**src/rtl/wdog_pkg.sv**
```systemverilog
package wdog_pkg;
    localparam int DATA_W = 8;
    localparam int ADDR_W = 2;
    localparam int SEL_W  = 4;
    localparam int PRE_W  = (1 << SEL_W) - 1;

    localparam logic [ADDR_W-1:0] A_KEY  = 2'd0;
    localparam logic [ADDR_W-1:0] A_CTL  = 2'd1;
    localparam logic [ADDR_W-1:0] A_KICK = 2'd2;

    localparam logic [DATA_W-1:0] KEY_FIRST  = 8'h55;
    localparam logic [DATA_W-1:0] KEY_SECOND = 8'hAA;
    localparam logic [DATA_W-1:0] KEY_THIRD  = 8'h5A;
    localparam logic [DATA_W-1:0] KICK_CODE  = 8'h55;

    localparam int FLAG_BIT = 7;
    localparam int EN_BIT   = 5;
    localparam logic [SEL_W-1:0] SEL_RESET = 4'd4;

    typedef enum logic [1:0] {LK_IDLE, LK_ONE, LK_TWO, LK_OPEN} lock_e;

    typedef struct packed {
        logic             en;
        logic [SEL_W-1:0] sel;
    } cfg_t;

    typedef struct packed {
        logic              wr;
        logic              rd;
        logic [ADDR_W-1:0] addr;
        logic [DATA_W-1:0] data;
    } bus_t;

    localparam cfg_t CFG_RESET = '{en: 1'b0, sel: SEL_RESET};

    function automatic cfg_t cfg_from(logic [DATA_W-1:0] d);
        cfg_t c;
        c.en  = d[EN_BIT];
        c.sel = d[SEL_W-1:0];
        return c;
    endfunction

    function automatic logic [DATA_W-1:0] pack_ctl(logic flag, cfg_t c);
        logic [DATA_W-1:0] r;
        r = '0;
        r[FLAG_BIT]  = flag;
        r[EN_BIT]    = c.en;
        r[SEL_W-1:0] = c.sel;
        return r;
    endfunction

    // low 'sel' bits set: terminal value of the prescaler
    function automatic logic [PRE_W-1:0] div_mask(logic [SEL_W-1:0] sel);
        logic [PRE_W-1:0] m;
        for (int i = 0; i < PRE_W; i++) m[i] = (i < int'(sel));
        return m;
    endfunction
endpackage

```
**src/rtl/wdog_unlock.sv**
```systemverilog
module wdog_unlock
    import wdog_pkg::*;
(
    input  logic clk,
    input  logic rst,
    input  logic clr,
    input  bus_t bus,
    output logic grant
);
    lock_e st_q, st_d;

    always_comb begin
        st_d = st_q;
        if (bus.wr || bus.rd) begin
            st_d = LK_IDLE;
            if (bus.wr && bus.addr == A_KEY) begin
                if (bus.data == KEY_FIRST)                          st_d = LK_ONE;
                else if (st_q == LK_ONE && bus.data == KEY_SECOND)  st_d = LK_TWO;
                else if (st_q == LK_TWO && bus.data == KEY_THIRD)   st_d = LK_OPEN;
            end
        end
    end

    always_ff @(posedge clk) begin
        if (rst || clr) st_q <= LK_IDLE;
        else            st_q <= st_d;
    end

    assign grant = (st_q == LK_OPEN) && bus.wr && (bus.addr == A_CTL);

    // one write per unlock
    assert_relock_R6: assert property (@(posedge clk) disable iff (rst)
        grant |=> (st_q != LK_OPEN));
    // a read mid-sequence aborts it
    assert_read_abort_R7: assert property (@(posedge clk) disable iff (rst)
        (bus.rd && !bus.wr && st_q != LK_IDLE) |=> (st_q == LK_IDLE));
    // idle bus cycles keep the sequence
    assert_idle_hold_R7: assert property (@(posedge clk) disable iff (rst)
        (!bus.rd && !bus.wr && !clr) |=> $stable(st_q));
endmodule

```
**src/rtl/wdog_ctl.sv**
```systemverilog
module wdog_ctl
    import wdog_pkg::*;
(
    input  logic              clk,
    input  logic              rst,
    input  logic              clr,
    input  logic              grant,
    input  logic [DATA_W-1:0] wdata,
    input  logic              ovf,
    output cfg_t              cfg_q,
    output logic              flag_q
);
    always_ff @(posedge clk) begin
        if (rst) begin
            flag_q <= 1'b0;
            cfg_q  <= CFG_RESET;
        end else begin
            if (ovf)                           flag_q <= 1'b1;
            else if (grant && !wdata[FLAG_BIT]) flag_q <= 1'b0;
            if (clr)        cfg_q <= CFG_RESET;
            else if (grant) cfg_q <= cfg_from(wdata);
        end
    end

    // overflow always sets the flag
    assert_flag_set_R4: assert property (@(posedge clk) disable iff (rst)
        ovf |=> flag_q);
    // the reset pulse leaves the flag in place
    assert_flag_sticky_R3: assert property (@(posedge clk) disable iff (rst)
        (flag_q && !grant) |=> flag_q);
    // fields move only on a grant or the reset pulse
    assert_cfg_locked_R5: assert property (@(posedge clk) disable iff (rst)
        (!grant && !clr) |=> $stable(cfg_q));
endmodule

```
**src/rtl/wdog_count.sv**
```systemverilog
module wdog_count
    import wdog_pkg::*;
#(
    parameter int CNT_W = 8
) (
    input  logic             clk,
    input  logic             rst,
    input  logic             tick,
    input  logic             run,
    input  logic [SEL_W-1:0] sel,
    input  logic             kick,
    input  logic             restart,
    output logic             ovf,
    output logic             req_q
);
    logic [PRE_W-1:0] pre_q;
    logic [CNT_W-1:0] cnt_q;
    logic             pre_done;
    logic             clear;

    assign pre_done = (pre_q == div_mask(sel));
    assign clear    = restart || kick || !run;
    assign ovf      = run && tick && pre_done && (&cnt_q) && !clear;

    always_ff @(posedge clk) begin
        if (rst || clear) begin
            pre_q <= '0;
            cnt_q <= '0;
        end else if (tick) begin
            if (pre_done) begin
                pre_q <= '0;
                cnt_q <= cnt_q + 1'b1;
            end else begin
                pre_q <= pre_q + 1'b1;
            end
        end
    end

    always_ff @(posedge clk) begin
        if (rst) req_q <= 1'b0;
        else     req_q <= ovf;
    end

    // single-cycle request
    assert_req_single_R3: assert property (@(posedge clk) disable iff (rst)
        req_q |=> !req_q);
    // request only after the counter sat at its top value
    assert_req_from_top_R2: assert property (@(posedge clk) disable iff (rst)
        req_q |-> (&$past(cnt_q)));
    // stopped watchdog holds zero
    assert_idle_zero_R9: assert property (@(posedge clk) disable iff (rst)
        !run |=> (pre_q == '0 && cnt_q == '0));
    // a kick clears and blocks the request
    assert_kick_clear_R8: assert property (@(posedge clk) disable iff (rst)
        kick |=> (cnt_q == '0 && !req_q));
endmodule

```
**src/rtl/wdog_top.sv**
```systemverilog
module wdog_top
    import wdog_pkg::*;
#(
    parameter int CNT_W = 8
) (
    input  logic              clk,
    input  logic              rst,
    input  logic              tick_en,
    input  logic              cfg_dog_off,
    input  logic              bus_wr,
    input  logic              bus_rd,
    input  logic [ADDR_W-1:0] bus_addr,
    input  logic [DATA_W-1:0] bus_wdata,
    output logic [DATA_W-1:0] bus_rdata,
    output logic              wd_reset_req
);
    bus_t bus;
    cfg_t cfg;
    logic flag, grant, ovf, kick, run, sel_restart;

    assign bus         = '{wr: bus_wr, rd: bus_rd, addr: bus_addr, data: bus_wdata};
    assign kick        = bus_wr && (bus_addr == A_KICK) && (bus_wdata == KICK_CODE);
    assign run         = cfg.en && !cfg_dog_off;
    assign sel_restart = wd_reset_req || (grant && (cfg_from(bus_wdata).sel != cfg.sel));

    wdog_unlock u_unlock (
        .clk(clk), .rst(rst), .clr(wd_reset_req), .bus(bus), .grant(grant)
    );

    wdog_ctl u_ctl (
        .clk(clk), .rst(rst), .clr(wd_reset_req), .grant(grant),
        .wdata(bus_wdata), .ovf(ovf), .cfg_q(cfg), .flag_q(flag)
    );

    wdog_count #(.CNT_W(CNT_W)) u_count (
        .clk(clk), .rst(rst), .tick(tick_en), .run(run), .sel(cfg.sel),
        .kick(kick), .restart(sel_restart), .ovf(ovf), .req_q(wd_reset_req)
    );

    always_comb begin
        case (bus_addr)
            A_CTL:   bus_rdata = pack_ctl(flag, cfg);
            default: bus_rdata = '0;
        endcase
    end

    // fuse blocks any request
    assert_fuse_block_R9: assert property (@(posedge clk) disable iff (rst)
        $past(cfg_dog_off) |-> !wd_reset_req);
    // request returns the fields to default
    assert_req_defaults_R3: assert property (@(posedge clk) disable iff (rst)
        wd_reset_req |=> (cfg == CFG_RESET && flag));
endmodule

```
**config.mk**
```make
export PLATFORM = sky130hd
export DESIGN_NAME = wdog_top
export DESIGN_NICKNAME = d
export VERILOG_FILES = /design/src/rtl/wdog_pkg.sv /design/src/rtl/wdog_unlock.sv /design/src/rtl/wdog_ctl.sv /design/src/rtl/wdog_count.sv /design/src/rtl/wdog_top.sv
export SDC_FILE = /design/constraint.sdc
export NUM_CORES = 1
export LEC_CHECK = 0
export ABC_AREA = 1
export CORE_MARGIN = 5
export CORE_UTILIZATION = 35
export DETAILED_ROUTE_END_ITERATION = 7
export DONT_BUFFER_PORTS = 1
export GPL_TIMING_DRIVEN = 0
export PLACE_DENSITY = 0.6
export SYNTH_ARGS = -nofsm -noshare
export SYNTH_HDL_FRONTEND = slang
export SYNTH_HIERARCHICAL = 1
export SYNTH_SLANG_ARGS = --single-unit
```
**constraint.sdc**
```tcl
create_clock -name clk -period 3.5 [get_ports clk]
set_input_delay 0 -clock clk [delete_from_list [all_inputs] [get_ports clk]]
set_output_delay 0 -clock clk [all_outputs]
set_load 0.005 [all_outputs]
```
==> results of run 1 <==
critical path, cell delays in order, from the launching register on:
cell and delay (ns):
dfxtp_1 0.37, nand3_1 0.08, nor3_1 0.72, nand2_1 0.12
nand2_1 0.09, nor2_1 0.04, nand2_1 0.11, nor2_1 0.05
nand4_1 0.10, inv_1 0.04, inv_1 0.04, a21oi_1 0.06
dlygate4sd3_1 0.56
per-stage QoR:
step | util [%] | hold WS [ns] | cells
after floorplan | - | 0.0691 | 399
after global placement | 37.0 | 0.0723 | 479
after detailed placement | 37.0 | 0.0725 | 479
after CTS | 40.1 | 0.00715 | 499
after global routing | 40.1 | 0.0513 | 499
final | 40.1 | 0.0173 | 499
final timing paths:
check,start,to
max reg2reg,u_unlock/st_q[0],u_ctl/flag_q
min,bus_addr[1],u_unlock/st_q[0]
max,u_unlock/st_q[0],u_ctl/flag_q
min reg2reg,u_ctl/cfg_q[4],u_ctl/cfg_q[4]
layer usage:
layer	vias to the layer above	wire length, µm	GRT usage, %
met1	1039	2650	17.4
met3	9	288	3.41
met2	49	2440	22.0
met5	-	0	0
li1	1253	-	-
met4	0	122	6.56
cell usage after synthesis (3+ instances only):
library cell,number
dfxtp_1,32
nand3_2,5
nand4_1,14
inv_1,70
xor2_1,6
buf_6,3
nor2_2,20
o21ai_0,9
nor2_1,47
a21oi_1,8
inv_2,4
nor3_1,6
nand2_1,125
nand3_1,26
state kept, by name, indices dropped and copies added (netlist names):
name and flops:
u_ctl/cfg_q 5, u_count/cnt_q 8, u_unlock/st_q 2, u_ctl/flag_q 1, u_count/req_q 1, u_count/pre_q 15
report_power, final:
part | switching (µW) | leakage, µW | total (µW) | internal [µW]
combinational | 18.2 | 0.000847 | 34.7 | 16.4
sequential | 0.00388 | 0.000258 | 364 | 364
clock | 136 | 0.0000455 | 296 | 160
total | 154 | 0.00115 | 695 | 541
area by class of cell:
class                      instances  share of cell area [%]
clock buffer                       8                    3.34
tap                               80                    3.72
multi-input combinational        284                    50.8
inverter                          74                    10.3
timing repair buffer              12                    4.46
buffer                             9                    3.62
sequential                        32                    23.8
repair_timing:
action / CTS / global route
hold endpoints to repair: 13 / 0
setup buffers: 0 / 0
hold buffers: 12 / 0
kinds of logic after synthesis:
logic type,Yosys count,synth area share (%)
AO/OA/AOI/OAI,23,5.31
XOR/XNOR,6,2.21
adder cells (fa/ha/maj),2,1.05
buffers and inverters,83,15.8
flip-flops,32,26.9
other,1,0.158
AND/OR/NAND/NOR,251,48.6
==> impl_results.html, run 1 <==
<table>
<tr><th>Metric</th><th>Value</th></tr>
<tr><th colspan="2">Route</th></tr>
<tr><td>Post-detailed-route count of antenna-violating nets</td><td>0</td></tr>
<tr><td>Via total after detailed routing</td><td>~2,400</td></tr>
<tr><td>Residual DRC count</td><td>0</td></tr>
<tr><td>WL per Instance</td><td>roughly 11 µm</td></tr>
<tr><td>Pre-antenna DRT Iters</td><td>4</td></tr>
<tr><td>DRC marker count from the first detailed-route iteration</td><td>around 130</td></tr>
<tr><td>Drt via density</td><td>approximately 4.7</td></tr>
<tr><td>Post-Route WL</td><td>about 5.5 mm</td></tr>
<tr><th colspan="2">Place</th></tr>
<tr><td># port buffers</td><td>0</td></tr>
<tr><td>Final HPWL DP</td><td>between 4 and 5 mm</td></tr>
<tr><td>Post-Place Worst Slack</td><td>between 1 and 1.5 ns</td></tr>
<tr><td>Placement-stage cell area</td><td>about 2500 µm²</td></tr>
<tr><td>Global placement routability congestion</td><td>~0.85</td></tr>
<tr><th colspan="2">Timing</th></tr>
<tr><td>Layout Skew</td><td>0.00610 ns</td></tr>
<tr><td>Final critical-path share of the clock period</td><td>between 70 and 80%</td></tr>
<tr><td>Upper clock frequency limit</td><td>roughly 400 MHz</td></tr>
<tr><td>Worst Max-Slew Pin Slew</td><td>0.942 ns</td></tr>
<tr><td>Relative slew margins</td><td>between 30% and 40%</td></tr>
<tr><td>Number of max-slew violations in the final report</td><td>0</td></tr>
<tr><td>Setup repair after global routing missed its margin</td><td>false</td></tr>
<tr><td>Setup TNS after final layout</td><td>0 ns</td></tr>
<tr><td>Count of endpoints failing hold in the final timing report</td><td>0</td></tr>
<tr><td>Shortest clock period the worst path allows after layout</td><td>roughly 2.5 ns</td></tr>
<tr><td>Min setup slack post-route</td><td>1.00 ns</td></tr>
<tr><td>Count of final setup violators</td><td>0</td></tr>
<tr><th colspan="2">Clocking</th></tr>
<tr><td>Number of buffers on the longest clock path</td><td>2</td></tr>
<tr><td>TritonCTS clock tree</td><td>done</td></tr>
<tr><td>Clock latency reported for the late side of the worst-skew pair</td><td>0.28 ns</td></tr>
<tr><td>Clock Root Buffer</td><td>clkbuf_8</td></tr>
<tr><td># clock sinks</td><td>32</td></tr>
<tr><td>CTS-repair resized insts</td><td>0</td></tr>
<tr><td>Total CTS buffers</td><td>5</td></tr>
<tr><td>Clock Pin Slew Worst Setup and Hold Paths</td><td>~0.06 ns</td></tr>
<tr><td>Number of H-tree branching levels</td><td>2</td></tr>
<tr><th colspan="2">Layout</th></tr>
<tr><td>Area occupied by registers</td><td>641 µm²</td></tr>
<tr><td>Layout overhead on the synthesized area</td><td>13.2%</td></tr>
<tr><td>Fill cell total of the finished layout</td><td>a little over 700</td></tr>
<tr><td>Layout Nets</td><td>approximately 440</td></tr>
<tr><td>Final antenna diode count</td><td>0</td></tr>
<tr><td>Leading cell type in the layout, fill and taps excluded</td><td>nand2_1</td></tr>
<tr><td>Fraction of final layout cells with drive strength greater than 1</td><td>a little under an eighth</td></tr>
<tr><td>Footprint of the multi-input gates</td><td>~1400 µm²</td></tr>
<tr><td>Commonest non-fill, non-tap cells in the layout</td><td>125 x nand2_1, 70 x inv_1, 47 x nor2_1</td></tr>
<tr><td>Post-route cell area</td><td>approximately 2700 µm²</td></tr>
<tr><th colspan="2">Logic synthesis</th></tr>
<tr><td>Cell area after synthesis</td><td>2380 µm²</td></tr>
<tr><td>Mean area per synthesized cell</td><td>approximately 6.0 µm²</td></tr>
<tr><td>Sequential-to-total area share from yosys stat</td><td>roughly 27%</td></tr>
<tr><td>Post-synthesis register bit count</td><td>32</td></tr>
<tr><td>Number of warnings printed during yosys synthesis</td><td>6</td></tr>
<tr><td>Number of enable-type register cells in the synthesized netlist</td><td>0</td></tr>
<tr><td>Proportion of register bits with asynchronous set or reset after synthesis</td><td>0%</td></tr>
<tr><td>Count of different cell masters after synthesis</td><td>32</td></tr>
<tr><td>Post-synth top area share</td><td>a little over a quarter</td></tr>
<tr><td>Post-synthesis cell type with the largest combined area</td><td>dfxtp_1</td></tr>
<tr><td>Synthesized instance count</td><td>around 400</td></tr>
<tr><td>Cells taking the most area after synthesis</td><td>dfxtp_1 27%, nand2_1 20%, inv_1 11%</td></tr>
<tr><td>Dominant register cell in the synthesized netlist</td><td>dfxtp_1</td></tr>
<tr><th colspan="2">Global route</th></tr>
<tr><td>Final global-route overflow total</td><td>0</td></tr>
<tr><td>Antenna violations before repair</td><td>0</td></tr>
<tr><td>Number of global-route vias before repair</td><td>approximately 2,200</td></tr>
<tr><td>Maximum number of pins on one net before global-route repair</td><td>11</td></tr>
<tr><td>First-pass GRT wire length</td><td>9.55 mm</td></tr>
<tr><td>Total routing resource utilization after global routing</td><td>13.8%</td></tr>
<tr><th colspan="2">Critical path</th></tr>
<tr><td>Register-to-Register Setup Slack</td><td>1.00 ns</td></tr>
<tr><td>CP arrival</td><td>~2.7 ns</td></tr>
<tr><td>Worst Reg2Reg Path Length in Cells</td><td>12</td></tr>
<tr><td>Highest fanout seen on the critical path</td><td>8</td></tr>
<tr><td>Worst Setup Path Type</td><td>reg -&gt; reg</td></tr>
<tr><td>Startpoint Class</td><td>register</td></tr>
<tr><td>CP required</td><td>3.67 ns</td></tr>
<tr><td>Critical Path Sink Type</td><td>register</td></tr>
<tr><th colspan="2">Job</th></tr>
<tr><td>Max-capacitance violation count</td><td>0</td></tr>
<tr><th colspan="2">Floorplan</th></tr>
<tr><td>Placeable core area</td><td>6720 µm²</td></tr>
<tr><td>Effective utilization at floorplan</td><td>a little over a third</td></tr>
<tr><td>DIE AREA</td><td>~8500 µm²</td></tr>
<tr><td>Width of the chip</td><td>~92 µm</td></tr>
<tr><td>Standard-cell rows</td><td>30</td></tr>
<tr><td>Die span in y</td><td>between 90 and 100 µm</td></tr>
<tr><td>Count of boundary I/O pins</td><td>25</td></tr>
<tr><th colspan="2">Worst hold path</th></tr>
<tr><td>Instance count along the most critical hold path</td><td>5</td></tr>
<tr><td>Worst Hold Class</td><td>in -&gt; reg</td></tr>
<tr><th colspan="2">Power</th></tr>
<tr><td>VDD IR-drop max</td><td>a little over 0.0001 V</td></tr>
<tr><td>Power density over cell area</td><td>around 260 nW/µm²</td></tr>
<tr><td>Leakage power figure</td><td>between 0.001 and 0.0015 µW</td></tr>
<tr><td>Total chip power</td><td>695 µW</td></tr>
<tr><th colspan="2">Run status</th></tr>
<tr><td>Run status</td><td>finished clean</td></tr>
</table>
Power figures use the tool's default switching activity.
==> run 2: changes to the inputs <==
ABC_AREA = 0   (was 1)
clock period = 2.37 ns   (was 3.5 ns; I/O delays follow)
==> impl_results.html, run 2 <==
<table>
<tr><th>Metric</th><th>Value</th></tr>
<tr><th colspan="2">Run status</th></tr>
<tr><td>Run status</td><td>finished with violations (was finished clean)</td></tr>
<tr><td>Violations in the final reports</td><td>negative setup slack</td></tr>
<tr><th colspan="2">Timing</th></tr>
<tr><td>Worst Max-Slew Pin Slew</td><td>0.507 ns (was 0.942 ns)</td></tr>
<tr><td>Layout Skew</td><td>0.00775 ns (was 0.00610 ns)</td></tr>
<tr><td>Final critical-path share of the clock period</td><td>109% (was 71.4%)</td></tr>
<tr><td>Count of endpoints failing hold in the final timing report</td><td>0 (unchanged)</td></tr>
<tr><td>Setup repair after global routing missed its margin</td><td>true (was false)</td></tr>
<tr><td>Shortest clock period the worst path allows after layout</td><td>2.58 ns (was 2.50 ns)</td></tr>
<tr><td>Relative slew margins</td><td>66.1% (was 36.7%)</td></tr>
<tr><td>Min setup slack post-route</td><td>-0.205 ns (was 1.00 ns)</td></tr>
<tr><td>Min Hold Slack</td><td>0.0249 ns (was 0.0173 ns)</td></tr>
<tr><td>Setup TNS after final layout</td><td>-2.02 ns (was 0 ns)</td></tr>
<tr><td>Number of max-slew violations in the final report</td><td>0 (unchanged)</td></tr>
<tr><td>Upper clock frequency limit</td><td>388 MHz (was 400 MHz)</td></tr>
<tr><td>Count of final setup violators</td><td>20 (was 0)</td></tr>
<tr><th colspan="2">Route</th></tr>
<tr><td>Drt via density</td><td>5.48 (was 4.71)</td></tr>
<tr><td>DRC marker count from the first detailed-route iteration</td><td>131 (was 125)</td></tr>
<tr><td>Detailed-routing wirelength on met1</td><td>2.68 mm (was 2.65 mm)</td></tr>
<tr><td>Post-detailed-route count of antenna-violating nets</td><td>0 (unchanged)</td></tr>
<tr><td>WL per Instance</td><td>15.6 µm (was 11.0 µm)</td></tr>
<tr><td>Post-Route WL</td><td>5.57 mm (was 5.50 mm)</td></tr>
<tr><td>Met2 layer wire length in the routed design</td><td>2.60 mm (was 2.44 mm)</td></tr>
<tr><td>Pre-antenna DRT Iters</td><td>4 (unchanged)</td></tr>
<tr><td>Routed met3 length</td><td>228 µm (was 288 µm)</td></tr>
<tr><td>Via total after detailed routing</td><td>1,961 (was 2,350)</td></tr>
<tr><td>Residual DRC count</td><td>0 (unchanged)</td></tr>
<tr><td>Max Used Layer</td><td>met4 (unchanged)</td></tr>
<tr><th colspan="2">Critical path</th></tr>
<tr><td>CP max-delay cell</td><td>or4b_4 (was nor3_1)</td></tr>
<tr><td>Startpoint Class</td><td>register (unchanged)</td></tr>
<tr><td>Cell family with most CP delay</td><td>simple AND/OR/NAND/NOR gates (unchanged)</td></tr>
<tr><td>Worst Setup Path Type</td><td>reg -&gt; reg (unchanged)</td></tr>
<tr><td>Critical path buffers and inverters</td><td>2 (was 3)</td></tr>
<tr><td>Worst flop-to-flop path startpoint</td><td>u_ctl/cfg_q[2] (was u_unlock/st_q[0])</td></tr>
<tr><td>Highest fanout seen on the critical path</td><td>3 (was 8)</td></tr>
<tr><td>Slowest Stage Delay on Critical Path</td><td>0.50 ns (was 0.72 ns)</td></tr>
<tr><td>CP arrival</td><td>2.79 ns (was 2.66 ns)</td></tr>
<tr><td>Crit path launch</td><td>u_ctl/cfg_q[2] (was u_unlock/st_q[0])</td></tr>
<tr><td>CP required</td><td>2.59 ns (was 3.67 ns)</td></tr>
<tr><td>Cell breakdown of the critical path</td><td>buf_6 -&gt; or3_4 -&gt; or4b_4 -&gt; a311oi_4 -&gt; buf_4 -&gt; o2111ai_2 -&gt; or4_1 -&gt; a21oi_1 (was nand3_1 -&gt; nor3_1 -&gt; nand2_1 -&gt; nand2_1 -&gt; nor2_1 -&gt; nand2_1 -&gt; nor2_1 -&gt; nand4_1 -&gt; inv_1 -&gt; inv_1 -&gt; a21oi_1 -&gt; dlygate4sd3_1)</td></tr>
<tr><td>Critical Path Sink Type</td><td>register (unchanged)</td></tr>
<tr><th colspan="2">Global route</th></tr>
<tr><td>Number of global-route vias before repair</td><td>1,829 (was 2,207)</td></tr>
<tr><td>Maximum number of pins on one net before global-route repair</td><td>13 (was 11)</td></tr>
<tr><td>Total routing resource utilization after global routing</td><td>14.6% (was 13.8%)</td></tr>
<tr><td>Antenna violations before repair</td><td>0 (unchanged)</td></tr>
<tr><td>Final global-route overflow total</td><td>0 (unchanged)</td></tr>
<tr><td>First-pass GRT wire length</td><td>8.92 mm (was 9.55 mm)</td></tr>
<tr><th colspan="2">Layout</th></tr>
<tr><td>Largest register by flop count</td><td>u_count/pre_q (unchanged)</td></tr>
<tr><td>Final antenna diode count</td><td>0 (unchanged)</td></tr>
<tr><td>Area occupied by registers</td><td>649 µm² (was 641 µm²)</td></tr>
<tr><td>Footprint of the multi-input gates</td><td>1540 µm² (was 1370 µm²)</td></tr>
<tr><td>Fill cell total of the finished layout</td><td>561 (was 726)</td></tr>
<tr><td>Flip-flop count of the largest register after layout</td><td>15 (unchanged)</td></tr>
<tr><td>Leading cell type in the layout, fill and taps excluded</td><td>dfxtp_1 (was nand2_1)</td></tr>
<tr><td>Largest regs</td><td>u_count/pre_q x15, u_count/cnt_q x8, u_ctl/cfg_q x5 (unchanged)</td></tr>
<tr><td>Fraction of final layout cells with drive strength greater than 1</td><td>27.9% (was 11.5%)</td></tr>
<tr><td>Commonest non-fill, non-tap cells in the layout</td><td>27 x dfxtp_1, 16 x nand2_1, 15 x nor2_1 (was 125 x nand2_1, 70 x inv_1, 47 x nor2_1)</td></tr>
<tr><td>Layout overhead on the synthesized area</td><td>32.3% (was 13.2%)</td></tr>
<tr><td>Layout Nets</td><td>300 (was 436)</td></tr>
<tr><th colspan="2">Clocking</th></tr>
<tr><td>Clock Pin Slew Worst Setup and Hold Paths</td><td>0.07 ns (was 0.06 ns)</td></tr>
<tr><td>Clock latency reported for the late side of the worst-skew pair</td><td>0.28 ns (about the same)</td></tr>
<tr><td>TritonCTS clock tree</td><td>done (unchanged)</td></tr>
<tr><td>Number of H-tree branching levels</td><td>2 (unchanged)</td></tr>
<tr><td># clock sinks</td><td>32 (unchanged)</td></tr>
<tr><td>Total CTS buffers</td><td>5 (unchanged)</td></tr>
<tr><td>Clock Root Buffer</td><td>clkbuf_8 (unchanged)</td></tr>
<tr><td>Number of buffers on the longest clock path</td><td>2 (unchanged)</td></tr>
<tr><th colspan="2">Floorplan</th></tr>
<tr><td>Standard-cell rows</td><td>28 (was 30)</td></tr>
<tr><td>Effective utilization at floorplan</td><td>35.7% (was 35.4%)</td></tr>
<tr><td>Placeable core area</td><td>5850 µm² (was 6720 µm²)</td></tr>
<tr><td>Die span in y</td><td>87.3 µm (was 92.5 µm)</td></tr>
<tr><td>DIE AREA</td><td>7620 µm² (was 8550 µm²)</td></tr>
<tr><td>Count of boundary I/O pins</td><td>25 (unchanged)</td></tr>
<tr><td>Width of the chip</td><td>87.3 µm (was 92.5 µm)</td></tr>
<tr><th colspan="2">Logic synthesis</th></tr>
<tr><td>Dominant register cell in the synthesized netlist</td><td>dfxtp_1 (unchanged)</td></tr>
<tr><td>Adder-cell share of the synthesized area</td><td>1.20% (was 1.05%)</td></tr>
<tr><td>Mean area per synthesized cell</td><td>8.39 µm² (was 5.98 µm²)</td></tr>
<tr><td>Cell area after synthesis</td><td>2090 µm² (was 2380 µm²)</td></tr>
<tr><td>Number of enable-type register cells in the synthesized netlist</td><td>0 (unchanged)</td></tr>
<tr><td>Most common cell in the synthesized netlist</td><td>dfxtp_1 (was nand2_1)</td></tr>
<tr><td>Synthesized instance count</td><td>249 (was 398)</td></tr>
<tr><td>Number of warnings printed during yosys synthesis</td><td>6 (unchanged)</td></tr>
<tr><td>Post-synthesis cell type with the largest combined area</td><td>dfxtp_1 (unchanged)</td></tr>
<tr><td>Cells taking the most area after synthesis</td><td>dfxtp_1 31%, xnor2_1 4.6%, mux2i_1 4.3% (was dfxtp_1 27%, nand2_1 20%, inv_1 11%)</td></tr>
<tr><td>Post-synth top area share</td><td>30.7% (was 26.9%)</td></tr>
<tr><td>Share of the synthesized netlist area taken by xor and xnor gates</td><td>6.71% (was 2.21%)</td></tr>
<tr><td>Compound-cell area share of the yosys netlist</td><td>14.4% (was 5.31%)</td></tr>
<tr><td>Sequential-to-total area share from yosys stat</td><td>30.7% (was 26.9%)</td></tr>
<tr><td>Post-synthesis register bit count</td><td>32 (unchanged)</td></tr>
<tr><td>Dominant combinational cell family by area after synthesis</td><td>simple AND/OR/NAND/NOR gates (unchanged)</td></tr>
<tr><td>List of most frequent post-synthesis cells</td><td>32 x dfxtp_1, 18 x nor3_1, 17 x nand2_1 (was 125 x nand2_1, 70 x inv_1, 47 x nor2_1)</td></tr>
<tr><td>Post-synthesis mux area share</td><td>4.31% (was 0%)</td></tr>
<tr><td>Count of different cell masters after synthesis</td><td>60 (was 32)</td></tr>
<tr><td>Synthesized-area fraction occupied by and/or/nand/nor cells</td><td>36.9% (was 48.6%)</td></tr>
<tr><td>Proportion of register bits with asynchronous set or reset after synthesis</td><td>0% (unchanged)</td></tr>
<tr><th colspan="2">Place</th></tr>
<tr><td>Final HPWL DP</td><td>3.72 mm (was 4.14 mm)</td></tr>
<tr><td>Global placement routability congestion</td><td>0.773 (was 0.846)</td></tr>
<tr><td># port buffers</td><td>0 (unchanged)</td></tr>
<tr><td>Post-Place Worst Slack</td><td>-0.309 ns (was 1.29 ns)</td></tr>
<tr><th colspan="2">Power</th></tr>
<tr><td>Power density over cell area</td><td>368 nW/µm² (was 258 nW/µm²)</td></tr>
<tr><td>Leakage power figure</td><td>0.000934 µW (was 0.00115 µW)</td></tr>
<tr><td>Total chip power</td><td>1020 µW (was 695 µW)</td></tr>
<tr><td>VDD IR-drop max</td><td>0.000194 V (was 0.000102 V)</td></tr>
<tr><th colspan="2">Worst hold path</th></tr>
<tr><td>Worst Hold Class</td><td>in -&gt; reg (unchanged)</td></tr>
<tr><td>Worst hold path startpoint</td><td>rst (was bus_addr[1])</td></tr>
<tr><th colspan="2">Job</th></tr>
<tr><td>Max-capacitance violation count</td><td>0 (unchanged)</td></tr>
</table>
run 2: routing by layer:
layer	GRT usage (%)	vias up
met5	0	-
met4	4.32	0
met3	3.12	7
met2	23.4	34
met1	19.6	939
li1	-	981
run 2: kinds of logic (layout without fill, tap and decap cells):
logic type                 Yosys count  in the layout
AOI/OAI and AO/OA                   39             39
adders and majority gates            2              2
other                                1              2
muxes                                9              9
and+or+nand+nor                    127            127
buffers and inverters               23             56
xor gates and xnor gates            16             16
DFF                                 32             32
run 2: report_power, final:
| part | internal [µW] | switching (µW) | total, µW | leakage, µW |
|---|---|---|---|---|
| sequential | 536 | 0.00873 | 536 | 0.000260 |
| clock | 232 | 210 | 441 | 0.0000510 |
| combinational | 22.3 | 18.0 | 40.3 | 0.000624 |
run 2: path summary, 6_finish.rpt:
path | endpoint | slack, ns | cells after the start
worst max-delay path | u_count/cnt_q[7] | -0.21 | 8
worst max register to register | u_count/cnt_q[7] | -0.21 | 8
worst min-delay path | u_count/pre_q[14] | 0.02 | 2
worst min register to register | u_count/cnt_q[6] | 0.47 | 2
run 2: metrics by stage:
step                utilization [%]  cells  cell area (µm²)
floorplan                         -    250             2110
global placement               37.7    325             2210
detailed placement             37.7    325             2210
CTS                            43.5    353             2540
global route                   47.2    358             2760
finish                         47.2    358             2760
run 2: cell type report:
cell class	instances	area share (%)
tap	75	3.40
clock inverter	2	0.362
buffer	11	3.12
multi-input combinational	195	55.5
timing repair buffer	28	9.87
sequential	32	23.5
inverter	9	1.22
clock buffer	6	2.99
run 2: worst reg2reg max path, stage by stage (launching register included):
cell and delay (ns):
dfxtp_4 0.35, buf_6 0.11, or3_4 0.38, or4b_4 0.50, a311oi_4 0.35, buf_4 0.18, o2111ai_2 0.10, or4_1 0.41
a21oi_1 0.13
run 2: timing repair:
action,4_1_cts,5_1_grt
gates cloned,1,0
hold buffers,10,0
hold endpoints to repair,11,0
setup buffers,10,8
setup endpoints to repair,24,25
pin swaps,9,23
resized for setup,19,40
